### src/rtl/sdi_ser_pkg.sv
package sdi_ser_pkg;
  localparam int WORD_W   = 10;  // parallel word width
  localparam int HDR_W    = 8;   // upper bits examined in 8-bit mode
  localparam int TAP_NEAR = 4;   // x^4 term
  localparam int TAP_FAR  = 9;   // x^9 term, also history length
endpackage

### src/rtl/sdi_word_cond.sv
module sdi_word_cond
  import sdi_ser_pkg::*;
#(
  parameter int W  = WORD_W,
  parameter int HI = HDR_W
) (
  input  logic         clk,
  input  logic         rst_ni,
  input  logic         word_stb,
  input  logic [W-1:0] word_in,
  input  logic         mode8,
  input  logic         sync_dis,
  output logic [W-1:0] word_c,
  output logic         trs_q
);
  localparam int LO = W - HI;

  logic         hi_ones, hi_zero;
  logic [W-1:0] hist1_q, hist2_q, hist1_d, hist2_d;
  logic         trs_d;

  assign hi_ones = &word_in[W-1:LO];
  assign hi_zero = ~|word_in[W-1:LO];

  always_comb begin
    word_c = word_in;
    if (mode8 && hi_ones)      word_c = '1;
    else if (mode8 && hi_zero) word_c = '0;
  end

  always_comb begin
    hist1_d = hist1_q;
    hist2_d = hist2_q;
    trs_d   = 1'b0;
    if (word_stb) begin
      hist1_d = word_c;
      hist2_d = hist1_q;
      trs_d   = !sync_dis && (&hist2_q) && (hist1_q == '0) && (word_c == '0);
    end
  end

  always_ff @(posedge clk or negedge rst_ni) begin
    if (!rst_ni) begin
      hist1_q <= '0;
      hist2_q <= '0;
      trs_q   <= 1'b0;
    end else begin
      hist1_q <= hist1_d;
      hist2_q <= hist2_d;
      trs_q   <= trs_d;
    end
  end

  AST_TRS_AFTER_STB: assert property (@(posedge clk) disable iff (!rst_ni)
    trs_q |-> $past(word_stb));
  AST_SYNC_DIS_QUIET: assert property (@(posedge clk) disable iff (!rst_ni)
    sync_dis |=> !trs_q);
endmodule

### src/rtl/sdi_word_shifter.sv
module sdi_word_shifter
  import sdi_ser_pkg::*;
#(
  parameter int W = WORD_W
) (
  input  logic         clk,
  input  logic         rst_ni,
  input  logic         load,
  input  logic [W-1:0] word_c,
  output logic         bit_en,
  output logic         raw_bit
);
  localparam int CW = $clog2(W + 1);

  logic [W-1:0]  shreg_q, shreg_d;
  logic [CW-1:0] left_q, left_d;

  assign bit_en  = (left_q != '0);
  assign raw_bit = shreg_q[0];

  always_comb begin
    shreg_d = shreg_q;
    left_d  = left_q;
    if (load) begin
      shreg_d = word_c;
      left_d  = CW'(W);
    end else if (bit_en) begin
      shreg_d = {1'b0, shreg_q[W-1:1]};
      left_d  = left_q - CW'(1);
    end
  end

  always_ff @(posedge clk or negedge rst_ni) begin
    if (!rst_ni) begin
      shreg_q <= '0;
      left_q  <= '0;
    end else begin
      shreg_q <= shreg_d;
      left_q  <= left_d;
    end
  end

  AST_LOAD_FULL: assert property (@(posedge clk) disable iff (!rst_ni)
    load |=> (left_q == CW'(W)));
  AST_LEFT_BOUND: assert property (@(posedge clk) disable iff (!rst_ni)
    !load && bit_en |=> (left_q < CW'(W)));
endmodule

### src/rtl/sdi_scr_nrzi.sv
module sdi_scr_nrzi
  import sdi_ser_pkg::*;
#(
  parameter int T_NEAR = TAP_NEAR,
  parameter int T_FAR  = TAP_FAR
) (
  input  logic clk,
  input  logic rst_ni,
  input  logic bit_en,
  input  logic raw_bit,
  input  logic bypass,
  output logic ser_q
);
  logic [T_FAR-1:0] scr_q, scr_d;
  logic             nrzi_q, nrzi_d;
  logic             ser_d;
  logic             scr_bit;

  assign scr_bit = raw_bit ^ scr_q[T_NEAR-1] ^ scr_q[T_FAR-1];

  always_comb begin
    scr_d  = scr_q;
    nrzi_d = nrzi_q;
    ser_d  = ser_q;
    if (bit_en) begin
      scr_d  = {scr_q[T_FAR-2:0], scr_bit};
      nrzi_d = nrzi_q ^ scr_bit;
      ser_d  = bypass ? raw_bit : (nrzi_q ^ scr_bit);
    end
  end

  always_ff @(posedge clk or negedge rst_ni) begin
    if (!rst_ni) begin
      scr_q  <= '0;
      nrzi_q <= 1'b0;
      ser_q  <= 1'b0;
    end else begin
      scr_q  <= scr_d;
      nrzi_q <= nrzi_d;
      ser_q  <= ser_d;
    end
  end

  AST_NRZI_FOLLOWS_SCR: assert property (@(posedge clk) disable iff (!rst_ni)
    bit_en |=> (nrzi_q == ($past(nrzi_q) ^ scr_q[0])));
  AST_IDLE_FROZEN: assert property (@(posedge clk) disable iff (!rst_ni)
    !bit_en |=> $stable(ser_q) && $stable(scr_q) && $stable(nrzi_q));
endmodule

### src/rtl/sdi_serializer.sv
module sdi_serializer
  import sdi_ser_pkg::*;
#(
  parameter int W      = WORD_W,
  parameter int HI     = HDR_W,
  parameter int T_NEAR = TAP_NEAR,
  parameter int T_FAR  = TAP_FAR
) (
  input  logic         clk,
  input  logic         rst_n,
  input  logic         word_stb,
  input  logic [W-1:0] word_in,
  input  logic         mode8,
  input  logic         bypass,
  input  logic         sync_dis,
  output logic         ser_out,
  output logic         trs_det
);
  logic [1:0]   rsync_q;
  logic         rst_i;
  logic [W-1:0] word_c;
  logic         bit_en, raw_bit;

  always_ff @(posedge clk or negedge rst_n) begin
    if (!rst_n) rsync_q <= 2'b00;
    else        rsync_q <= {rsync_q[0], 1'b1};
  end
  assign rst_i = rsync_q[1];

  sdi_word_cond #(.W(W), .HI(HI)) cond_i (
    .clk(clk), .rst_ni(rst_i), .word_stb(word_stb), .word_in(word_in),
    .mode8(mode8), .sync_dis(sync_dis), .word_c(word_c), .trs_q(trs_det)
  );

  sdi_word_shifter #(.W(W)) shift_i (
    .clk(clk), .rst_ni(rst_i), .load(word_stb), .word_c(word_c),
    .bit_en(bit_en), .raw_bit(raw_bit)
  );

  sdi_scr_nrzi #(.T_NEAR(T_NEAR), .T_FAR(T_FAR)) coder_i (
    .clk(clk), .rst_ni(rst_i), .bit_en(bit_en), .raw_bit(raw_bit),
    .bypass(bypass), .ser_q(ser_out)
  );

  AST_BYPASS_RAW: assert property (@(posedge clk) disable iff (!rst_i)
    bit_en && bypass |=> (ser_out == $past(raw_bit)));
  AST_RESET_QUIET: assert property (@(posedge clk)
    !rst_i |-> !ser_out && !trs_det);
endmodule

### config.mk
export PLATFORM = sky130hd
export DESIGN_NAME = sdi_serializer
export DESIGN_NICKNAME = d
export VERILOG_FILES = /design/src/rtl/sdi_ser_pkg.sv /design/src/rtl/sdi_word_cond.sv /design/src/rtl/sdi_word_shifter.sv /design/src/rtl/sdi_scr_nrzi.sv /design/src/rtl/sdi_serializer.sv
export SDC_FILE = /design/constraint.sdc
export NUM_CORES = 1
export LEC_CHECK = 0
export BUFFER_PORTS_ARGS = -buffer_cell sky130_fd_sc_hd__buf_2
export CORE_MARGIN = 2
export CORE_UTILIZATION = 45
export DETAILED_ROUTE_END_ITERATION = 6
export GPL_TIMING_DRIVEN = 0
export HOLD_SLACK_MARGIN = 0.12
export PLACE_DENSITY = 0.72
export RECOVER_POWER = 50
export SLEW_MARGIN = 0
export SYNTH_ARGS = -nofsm -noshare
export SYNTH_HDL_FRONTEND = slang
export SYNTH_SLANG_ARGS = --single-unit
### constraint.sdc
create_clock -name clk -period 4.5 [get_ports clk]
set_input_delay 0.675 -clock clk [delete_from_list [all_inputs] [get_ports clk]]
set_output_delay 0.675 -clock clk [all_outputs]
set_load 0.02 [all_outputs]
# --- Word level (Yosys, flattened, before mapping) ---
# Cells that the tools add are included.
word_totals:
  regBits: 48
  in_bits: 16
  output_inout_bits: 2
  elab_cells: 35
classes:
  n_addsub: 1
  n_mux: 8
  bitwise: 3
  reduce_logical: 14
ops:
  columns: ["op", "count"]
  rows:
  - ["two-way mux 10 bit", 4]
  - ["logical NOT 10 bit", 2]
  - ["AND reduction 10 bit", 1]
  - ["two-way mux 4 bit", 2]
  - ["AND reduction 8 bit", 1]
  - ["OR reduction 8 bit", 1]
  - ["logical AND 1 bit", 5]
  - ["nonzero test 4 bit", 1]
  - ["subtractor 4 x 1 -> 4 bit, second input constant", 1]
  - ["bitwise XOR 1 bit", 3]
  - ["logical NOT 1 bit", 2]
  - ["two-way mux 1 bit", 2]
  - ["nonzero test 2 bit", 1]

# --- Longest topological paths before layout ---
# Gate-level depths: netlist (run 1).
depth:
  word_depth: 8
  mapped_depth: 7
  ltp_nobuf: 5

# --- Cells and area by module ---
# Synthesis (run 1) repeated with hierarchy kept, for this count alone.
unflattened:
  cells_unflattened: 182
  area_unflattened_um2: 2154.6
by_module_without_submodules:
  columns: ["module", "n_inst", "cells_per_inst", "area_each_um2", "seq_area_each_um2"]
  rows:
  - ["sdi_word_cond", 1, 75, 944.7, 525.5]
  - ["sdi_word_shifter", 1, 73, 691.9, 350.3]
  - ["sdi_scr_nrzi", 1, 31, 464.2, 275.3]
  - ["sdi_serializer", 1, 3, 53.8, 50.0]

# --- Worst setup path after synthesis (run 1) ---
# No wires, ideal clock.
synth_path:
  kind: "input-to-reg"
  start: "input word_in[7]"
  end: "register cond_i.trs_q"
  setup_time_ns: 0.067
  arrival_time_ns: 1.663
  t_required_ns: 4.433
  path_slack_ns: 2.770
  stages: 3
  n_path_buf: 0
  path_cell_list: "or4_4 nor4_2 o2111a_1"
synth_between:
  elab_chain_cells: 8
  elab_cells_between_ends: 10
  classes_between: "mux: 3; reduce/logical: 7"
synth_lines:
  columns: ["item", "line_no", "rtl"]
  rows:
  - ["start, declared", "sdi_serializer.sv:12", "input logic [W-1:0] word_in,"]
  - ["OR reduction 8 bit", "sdi_word_cond.sv:23", "assign hi_zero = ~|word_in[W-1:LO];"]
  - ["logical NOT 1 bit", "sdi_word_cond.sv:23", null]
  - ["logical AND 1 bit", "sdi_word_cond.sv:28", "else if (mode8 && hi_zero) word_c = '0;"]
  - ["two-way mux 10 bit", "sdi_word_cond.sv:28", null]
  - ["two-way mux 10 bit *", "sdi_word_cond.sv:27", "if (mode8 && hi_ones) word_c = '1;"]
  - ["logical NOT 10 bit *", "sdi_word_cond.sv:38", "trs_d = !sync_dis && (&hist2_q) && (hist1_q == '0) && (word_c == '0);"]
  - ["logical AND 1 bit *", "sdi_word_cond.sv:38", null]
  - ["two-way mux 1 bit *", "sdi_word_cond.sv:35", "if (word_stb) begin"]
  - ["named net cond_i.trs_d", "sdi_word_cond.sv:20", "logic trs_d;"]
  - ["end signal, assigned", "sdi_word_cond.sv:50", "trs_q <= trs_d;"]
  - ["end, declared", "sdi_word_cond.sv:14", "output logic trs_q"]
# Mark *: on every way through the listed nets, which the timed path passes. The rest lies on a longest branch.
# A chain may end at the register's enable or synchronous reset.

==> metrics.cfg, run 1 <==
[clock_network]
clkTransAtPathRegs_ns=0.08
hold_buffers=0
cts_tree=yes
clkLatencyLatePin_ns=0.29
numClockSinks=48
cts_buffers=5
htreeDepth=2
cts_resized=0
cts.path.max_buffers=2
postCtsSetupRepairBufs=0
clockRootBuffer=clkbuf_8

[floorplan]
num_rows=24
io_pins=18
dieArea_sq_mm=0.00508
core-area_sq_mm=0.00435
die_y_microns=71.3
die_x_microns=71.3
initial_utilization_pct=46.8

[pwr]
p_leak_nw=1.04
ir_drop_mv=0.214
seqPwrFrac_pct=56.1
combPwrFrac_pct=20.3
internal_power_mw=0.738
finalPower_mw=1.02
powerDensity_mw_per_mm2=450
pwr-share-clk_pct=23.6
power.switching_mw=0.284
swShare_pct=27.8

[synthesis]
ys.flop_type=dfrtp_1
async_flop_share_pct=100
synth_seq_cells=48
yosys_warnings=0
ys_seq_area_share_pct=59.0
synth_edf_count=0
avgSynthCellArea_sq_um=10.9
synth_nets=203
ys_types=36
syn_inst=186
syn_area_sq_mm=0.00204

[grt]
grt_usage_pct=15.5
grt_overflow=0
antenna_found_initial=0
grt_pass1_vias=1280
grt_start_max_net_pins=40
grt_pass1_wl_mm=6.08

[drt]
drt-vias-per-instance=5.19
first_pass_iters=4
drc=0
via_count=1370
drt-total-wl_mm=3.64
drt_iter0_drc=82
antenna_left=0
wl_per_cell_microns=13.8

[cells_and_area]
fin_util_pct=52.1
drive_gt1_share_pct=18.4
antenna_cells=0
syn2layout_area_growth_pct=11.5
nets=228

[critical_path]
worstPathArrival_ns=2.36
path_buf_inv=1
critPathCaptureType=asynchronous set/reset pin
crit_slowest_cell=clkbuf_1
critPathLaunchType=flip-flop
crit_fanout=39
crit_required_ns=4.49
path_cells=clkbuf_1
critPathKind=reg -> async
slowest_delay_ns=1.52
cpLargestDelayFamily=buffers and inverters

[timing]
fin_setup_tns_ns=0
worstMarginPinSlew_ns=2.06
maxSlewViolCount=40
fin_crit_ns=2.37
relSlewSlack_pct=-37.1
fin_hold_ws_ns=0.132
fmax_mhz=422
finalClockSkew_ns=0.00940
setup_viol=0
rsz0062_at_grt=false
fin_crit_sh_pct=52.6
hold_viol_final=0

[status]
status=finished, violations left
violations=max-capacitance violations, max-slew violations

[job]
maxCapViolations=1

[place]
portBuffers=17
gp_congestion=0.809
dp_hpwl_mm=2.62

[worst_hold_path]
hp-class=reg -> async

==> per-stage QoR <==
step | setup slack (ns) | area, sq um | std cells
2_1_floorplan | 2.77 | 2040 | 186
3_3_place_gp | 2.52 | 2190 | 255
3_5_place_dp | 2.52 | 2210 | 256
4_1_cts | 2.74 | 2290 | 264
5_1_grt | 1.61 | 2270 | 264
6_report | 2.13 | 2270 | 264
==> logic make-up after synthesis <==
family / synth area share, %
xor+xnor: 3.07
other cells: 0.184
simple gates: 15.4
mux: 8.97
fa+ha+maj: 0.615
buf+inv: 3.87
flops: 59.0
compound gates: 8.85
==> layout make-up <==
cell class                      count  area, sq um
Inverter                           12         45.0
Fill cell                         375         2080
Clock buffer                        7         76.3
Sequential cell                    48         1200
Buffer                              8         33.8
Timing Repair Buffer               18         87.6
Multi-Input combinational cell    118          756
Tap cell                           52         65.1
Clock inverter                      1         5.00
==> cell usage after synthesis (2+ instances only) <==
cell | n | share of area, %
or4_4 | 2 | 1.1
nor3b_1 | 2 | 0.74
nand2_1 | 39 | 7.2
a21oi_1 | 3 | 0.74
nor2_1 | 7 | 1.3
mux2i_1 | 7 | 3.4
nand4_1 | 3 | 0.92
or3_1 | 2 | 0.61
a32oi_1 | 2 | 0.86
buf_2 | 3 | 0.74
clkbuf_1 | 4 | 0.74
inv_1 | 12 | 2.2
mux2_2 | 10 | 5.5
o21ai_0 | 18 | 4.4
o31ai_1 | 2 | 0.74
xnor3_1 | 2 | 2.2
dfrtp_1 | 48 | 59
or4_1 | 2 | 0.74
==> power groups by stage <==
stage / combinational, mW / clock [mW] / sequential, mW
6_report: 0.207 / 0.241 / 0.573
2_1_floorplan: 0.157 / 0 / 0.579
4_1_cts: 0.213 / 0.248 / 0.575
3_3_place_gp: 0.196 / 0 / 0.587
3_5_place_dp: 0.212 / 0 / 0.584
5_1_grt: 0.238 / 0.274 / 0.587
==> cells in the final DEF (no fill, tap or decap), types with 3 or more instances in the layout <==
cell	n
nand4_1	3
clkbuf_1	8
clkbuf_8	5
buf_2	19
dfrtp_1	48
a21oi_1	3
mux2_2	10
nand2_1	39
mux2i_1	7
o21ai_0	18
inv_1	12
nor2_1	7
==> final timing paths <==
path                                      start                             end  slack, ns  cells after the start
setup / recovery           rsync_q[1]$_DFF_PN0_  shift_i.shreg_q[8]$_DFFE_PN0P_       2.13                      1
hold / removal             rsync_q[1]$_DFF_PN0_    coder_i.scr_q[5]$_DFFE_PN0P_       0.13                      0
setup reg to reg           rsync_q[1]$_DFF_PN0_  shift_i.shreg_q[8]$_DFFE_PN0P_       2.13                      1
hold reg to reg            rsync_q[1]$_DFF_PN0_    coder_i.scr_q[5]$_DFFE_PN0P_       0.13                      0
max in group clk  shift_i.left_q[0]$_DFFE_PN0P_  shift_i.shreg_q[6]$_DFFE_PN0P_       2.73                      6
min in group clk           rsync_q[0]$_DFF_PN0_            rsync_q[1]$_DFF_PN0_       0.36                      0
==> per-layer routing <==
metal	vias to the layer above	share of wire (%)	global-route usage [%]
met5	-	0	0
met4	0	1.5	6.29
met3	4	3.0	3.23
met2	28	46	23.8
met1	655	49	21.9
li1	683	-	-
==> state kept, by name, indices dropped and copies added (netlist names) <==
signal	flops
coder_i.nrzi_q	1
coder_i.scr_q	9
coder_i.ser_q	1
cond_i.hist1_q	10
cond_i.hist2_q	10
cond_i.trs_q	1
rsync_q	2
shift_i.left_q	4
shift_i.shreg_q	10
Power figures use the tool's default switching activity.
==> inputs of run 2 (changes only) <==
Clock period 4.5 ns to 2.2 ns, I/O delays scaled along.
==> metrics.cfg, run 2 (same netlist as run 1, synthesis figures left out) <==
[timing]
rsz0062_at_grt=false
relSlewSlack_pct=36.5
worst_slack_ns=0.431
fin_crit_ns=1.77
maxSlewViolCount=0
fin_hold_ws_ns=0.133
fin_setup_tns_ns=0
worstMarginPinSlew_ns=0.952
hold_viol_final=0
fin_crit_sh_pct=80.4
fmax_mhz=565
setup_viol=0
finalClockSkew_ns=0.00933

[critical_path]
regToRegSetupSlack_ns=0.43
critPathLaunchType=flip-flop
critPathKind=reg -> reg
path_cells=inv_1, ha_1, nor3b_1, buf_2, mux2i_1, o21ai_0
crit_required_ns=2.35
path_buf_inv=2
cpLargestDelayFamily=buffers and inverters
slowest_delay_ns=0.39
crit_slowest_cell=dfrtp_1
crit_fanout=10
worstPathArrival_ns=1.92
critPathCaptureType=flip-flop

[floorplan]
initial_utilization_pct=46.8
dieArea_sq_mm=0.00508
die_y_microns=71.3
io_pins=18
core-area_sq_mm=0.00435
num_rows=24
die_x_microns=71.3

[grt]
antenna_found_initial=0
grt_pass1_wl_mm=6.08
grt_overflow=0
grt_pass1_vias=1280
grt_start_max_net_pins=40
grt_usage_pct=15.5

[cells_and_area]
nets=229
antenna_cells=0
reg.largest.list=cond_i.hist1_q (10), cond_i.hist2_q (10), shift_i.shreg_q (10)
syn2layout_area_growth_pct=12.0
final_cell_mix=dfrtp_1, nand2_1, buf_2
final_common_cell=dfrtp_1
fillers=373
drive_gt1_share_pct=18.8

[drt]
drc=0
via_count=1381
first_pass_iters=4
drt-vias-per-instance=5.21
antenna_left=0
drt_iter0_drc=79
wl_per_cell_microns=13.8
drt-total-wl_mm=3.66

[pwr]
ir_drop_mv=0.437
powerDensity_mw_per_mm2=917
finalPower_mw=2.09
p_leak_nw=1.05

[clock_network]
htreeDepth=2
clockRootBuffer=clkbuf_8
cts_buffers=5
cts_tree=yes
clkTransAtPathRegs_ns=0.08
clkLatencyLatePin_ns=0.29
numClockSinks=48
cts.path.max_buffers=2

[place]
dp_hpwl_mm=2.62
pre_cts_ws_ns=0.457
portBuffers=17
gp_congestion=0.809

[worst_hold_path]
hp-class=reg -> async

[status]
status=completed

[job]
maxCapViolations=0

## run 2: layout make-up
cell class                      count  area (sq um)  share of cell area [%]
Clock inverter                      1          5.00                   0.219
Buffer                              8          33.8                    1.48
Multi-Input combinational cell    118           756                    33.1
Tap cell                           52          65.1                    2.85
Clock buffer                        7          76.3                    3.35
Sequential cell                    48          1200                    52.7
Timing Repair Buffer               19          98.8                    4.33
Inverter                           12          45.0                    1.97
## run 2: worst paths after layout
| check | start | cells after the start | to |
|---|---|---|---|
| worst max-delay path | shift_i.left_q[0]$_DFFE_PN0P_ | 6 | shift_i.shreg_q[6]$_DFFE_PN0P_ |
| worst min-delay path | rsync_q[1]$_DFF_PN0_ | 0 | coder_i.scr_q[5]$_DFFE_PN0P_ |
| worst max register to register | shift_i.left_q[0]$_DFFE_PN0P_ | 6 | shift_i.shreg_q[6]$_DFFE_PN0P_ |
| worst min register to register | rsync_q[1]$_DFF_PN0_ | 0 | coder_i.scr_q[5]$_DFFE_PN0P_ |
| max in group asynchronous | rsync_q[1]$_DFF_PN0_ | 1 | shift_i.shreg_q[8]$_DFFE_PN0P_ |
| min in group clk | sync_dis | 3 | cond_i.trs_q$_DFF_PN0_ |
## run 2: where the power goes
part / switching (mW) / internal [mW]
Clock: 0.269 / 0.223
Sequential: 0.112 / 1.06
Combinational: 0.199 / 0.227
Total: 0.580 / 1.51
## run 2: stage by stage
step / std cells / utilization [%] / cell area, sq um
floorplan: 186 / - / 2040
global placement: 255 / 50.2 / 2190
detailed placement: 256 / 50.7 / 2210
CTS: 265 / 52.8 / 2300
global route: 265 / 52.4 / 2280
finish: 265 / 52.4 / 2280
## run 2: repair_timing
item                                   in CTS  in global routing
hold buffers                                1                  0
endpoints found under the hold margin       2                  0
setup endpoints to repair                   0                  0
resized for setup                           0                  0
setup buffers                               0                  0
## run 2: metal layers
layer / vias to the layer above / GRT usage [%] / share of wire (%)
met1: 673 / 21.9 / 50
met3: 4 / 3.23 / 2.4
met4: 0 / 6.29 / 1.5
met5: - / 0 / 0
met2: 19 / 23.8 / 47
li1: 685 / - / -
==> inputs of run 3 (changes only) <==
Settings changed: PLACE_DENSITY 0.72 to 0.74.
Clock period 2.2 ns to 1.61 ns, I/O delays scaled along.
==> metrics.cfg, run 3 (same netlist as run 1, synthesis figures left out) <==
[status]
status=completed

[cells_and_area]
multi_input_area_sq_um=782
fillers=342
nets=229
reg.largest.list=cond_i.hist1_q (10), cond_i.hist2_q (10), shift_i.shreg_q (10)
final_cell_area_sq_mm=0.00234
syn2layout_area_growth_pct=15.1
final_common_cell=dfrtp_1
stdcell_count=264
antenna_cells=0
ff_latch_area_sq_mm=0.00120
final_cell_mix=dfrtp_1, nand2_1, o21ai_0
drive_gt1_share_pct=20.3

[pwr]
powerDensity_mw_per_mm2=1290
finalPower_mw=3.03
p_leak_nw=1.07
ir_drop_mv=0.867

[floorplan]
dieArea_sq_mm=0.00508
initial_utilization_pct=46.8
num_rows=24
die_x_microns=71.3
io_pins=18
core-area_sq_mm=0.00435
die_y_microns=71.3

[critical_path]
crit_required_ns=1.82
r2r_start=shift_i.left_q[0]$_DFFE_PN0P_
critPathKind=reg -> reg
worstSetupEndpoint=shift_i.shreg_q[9]$_DFFE_PN0P_
crit_slowest_cell=or3b_4
crit_fanout=10
worstRegToRegCells=5
regToRegSetupSlack_ns=0.09
path_cells=inv_1, ha_4, or3b_4, buf_4, o21ai_0
slowest_delay_ns=0.41
critPathCaptureType=flip-flop
critPathLaunchType=flip-flop
worstPathArrival_ns=1.74
rr_endpoint=shift_i.shreg_q[9]$_DFFE_PN0P_
startpoint=shift_i.left_q[0]$_DFFE_PN0P_

[clock_network]
htreeDepth=2
cts.path.max_buffers=2
cts_tree=yes
clkLatencyLatePin_ns=0.29
clkTransAtPathRegs_ns=0.08
postCtsSetupRepairBufs=0
clockRootBuffer=clkbuf_8
cts_buffers=5
numClockSinks=48

[drt]
drc=0
wl_per_cell_microns=13.8
drt_iter0_drc=87
antenna_left=0
via_count=1384
drt-vias-per-instance=5.24
drt-total-wl_mm=3.65
first_pass_iters=4

[timing]
rsz0062_at_grt=false
setup_viol=0
fin_hold_ws_ns=0.142
fmax_mhz=656
relSlewSlack_pct=45.2
fin_crit_ns=1.52
hold_viol_final=0
fin_crit_sh_pct=94.6
maxSlewViolCount=0
worstMarginPinSlew_ns=0.822
finalClockSkew_ns=0.00457

[place]
dp_hpwl_mm=2.58
placed_cells=256
portBuffers=17
gp_congestion=0.759
dpl_cell_area_sq_mm=0.00221

[grt]
grt_usage_pct=15.5
grt_pass1_vias=1332
grt_pass1_wl_mm=6.15
grt_start_max_net_pins=39
antenna_found_initial=0
grt_overflow=0

[worst_hold_path]
hp-class=reg -> async

[job]
maxCapViolations=0

-- run 3: changes by cell type in the layout (fill, tap and decap cells not counted), sizes merged --
| cell | change |
|---|---|
| bufinv | +1 |
| clkbuf | -2 |
| buf | +1 |
| clkinv | -1 |
-- run 3: what timing repair did --
action	in CTS	in global routing
endpoints found under the setup margin	21	14
endpoints found under the hold margin	2	0
resized for setup	4	7
hold buffers	1	0
gates cloned	0	1
pin swaps	0	0
-- run 3: how the worst min path moves through the flow --
stage                         start                           end  slack (ns)  depth (start not counted)
2_1_floorplan                 rst_n          rsync_q[0]$_DFF_PN0_       -0.05                          0
3_3_place_gp                  rst_n          rsync_q[0]$_DFF_PN0_        0.03                          1
3_5_place_dp                  rst_n          rsync_q[0]$_DFF_PN0_        0.03                          1
4_1_cts        rsync_q[1]$_DFF_PN0_  coder_i.scr_q[0]$_DFFE_PN0P_        0.13                          0
5_1_grt        rsync_q[1]$_DFF_PN0_  coder_i.scr_q[0]$_DFFE_PN0P_        0.19                          0
6_report       rsync_q[1]$_DFF_PN0_  coder_i.scr_q[0]$_DFFE_PN0P_        0.14                          0
-- run 3: layer usage --
layer	part of all wire (%)	GRT usage [%]	vias up	wire length, microns
met5	0	0	-	0
met4	1.4	5.66	0	51
met3	3.4	4.08	4	125
met2	46	22.5	22	1670
met1	49	22.6	678	1800
li1	-	-	680	-
-- run 3: critical path: cells and delay by family, from the launching register on --
family          cells  cell delay [ns]
buf+inv             2             0.32
fa+ha+maj           1             0.17
simple gates        1             0.41
compound gates      1             0.16
flops               1             0.38
-- run 3: area by class of cell --
| type | count | share of cell area (%) |
|---|---|---|
| plain buffers | 7 | 1.76 |
| flip-flops and latches | 48 | 51.3 |
| repair buffers | 20 | 4.54 |
| inverters | 12 | 1.92 |
| clock inverters | 1 | 1.28 |
| well taps | 52 | 2.78 |
| clock buffers | 6 | 3.10 |
| multi-input cells | 118 | 33.4 |
-- run 3: stage by stage --
step | setup TNS [ns] | util (%) | setup slack [ns]
detailed placement | -1.61 | 50.7 | -0.149
global placement | -18.24 | 50.2 | -0.368
floorplan | 0 | - | 0.0218
global route | 0 | 53.8 | 0.0107
finish | 0 | 53.8 | 0.0866
CTS | 0 | 53.4 | 0.0193
-- run 3: power breakdown --
part	switching [mW]	internal, mW
sequential	0.160	1.45
combinational	0.271	0.324
clock	0.368	0.455
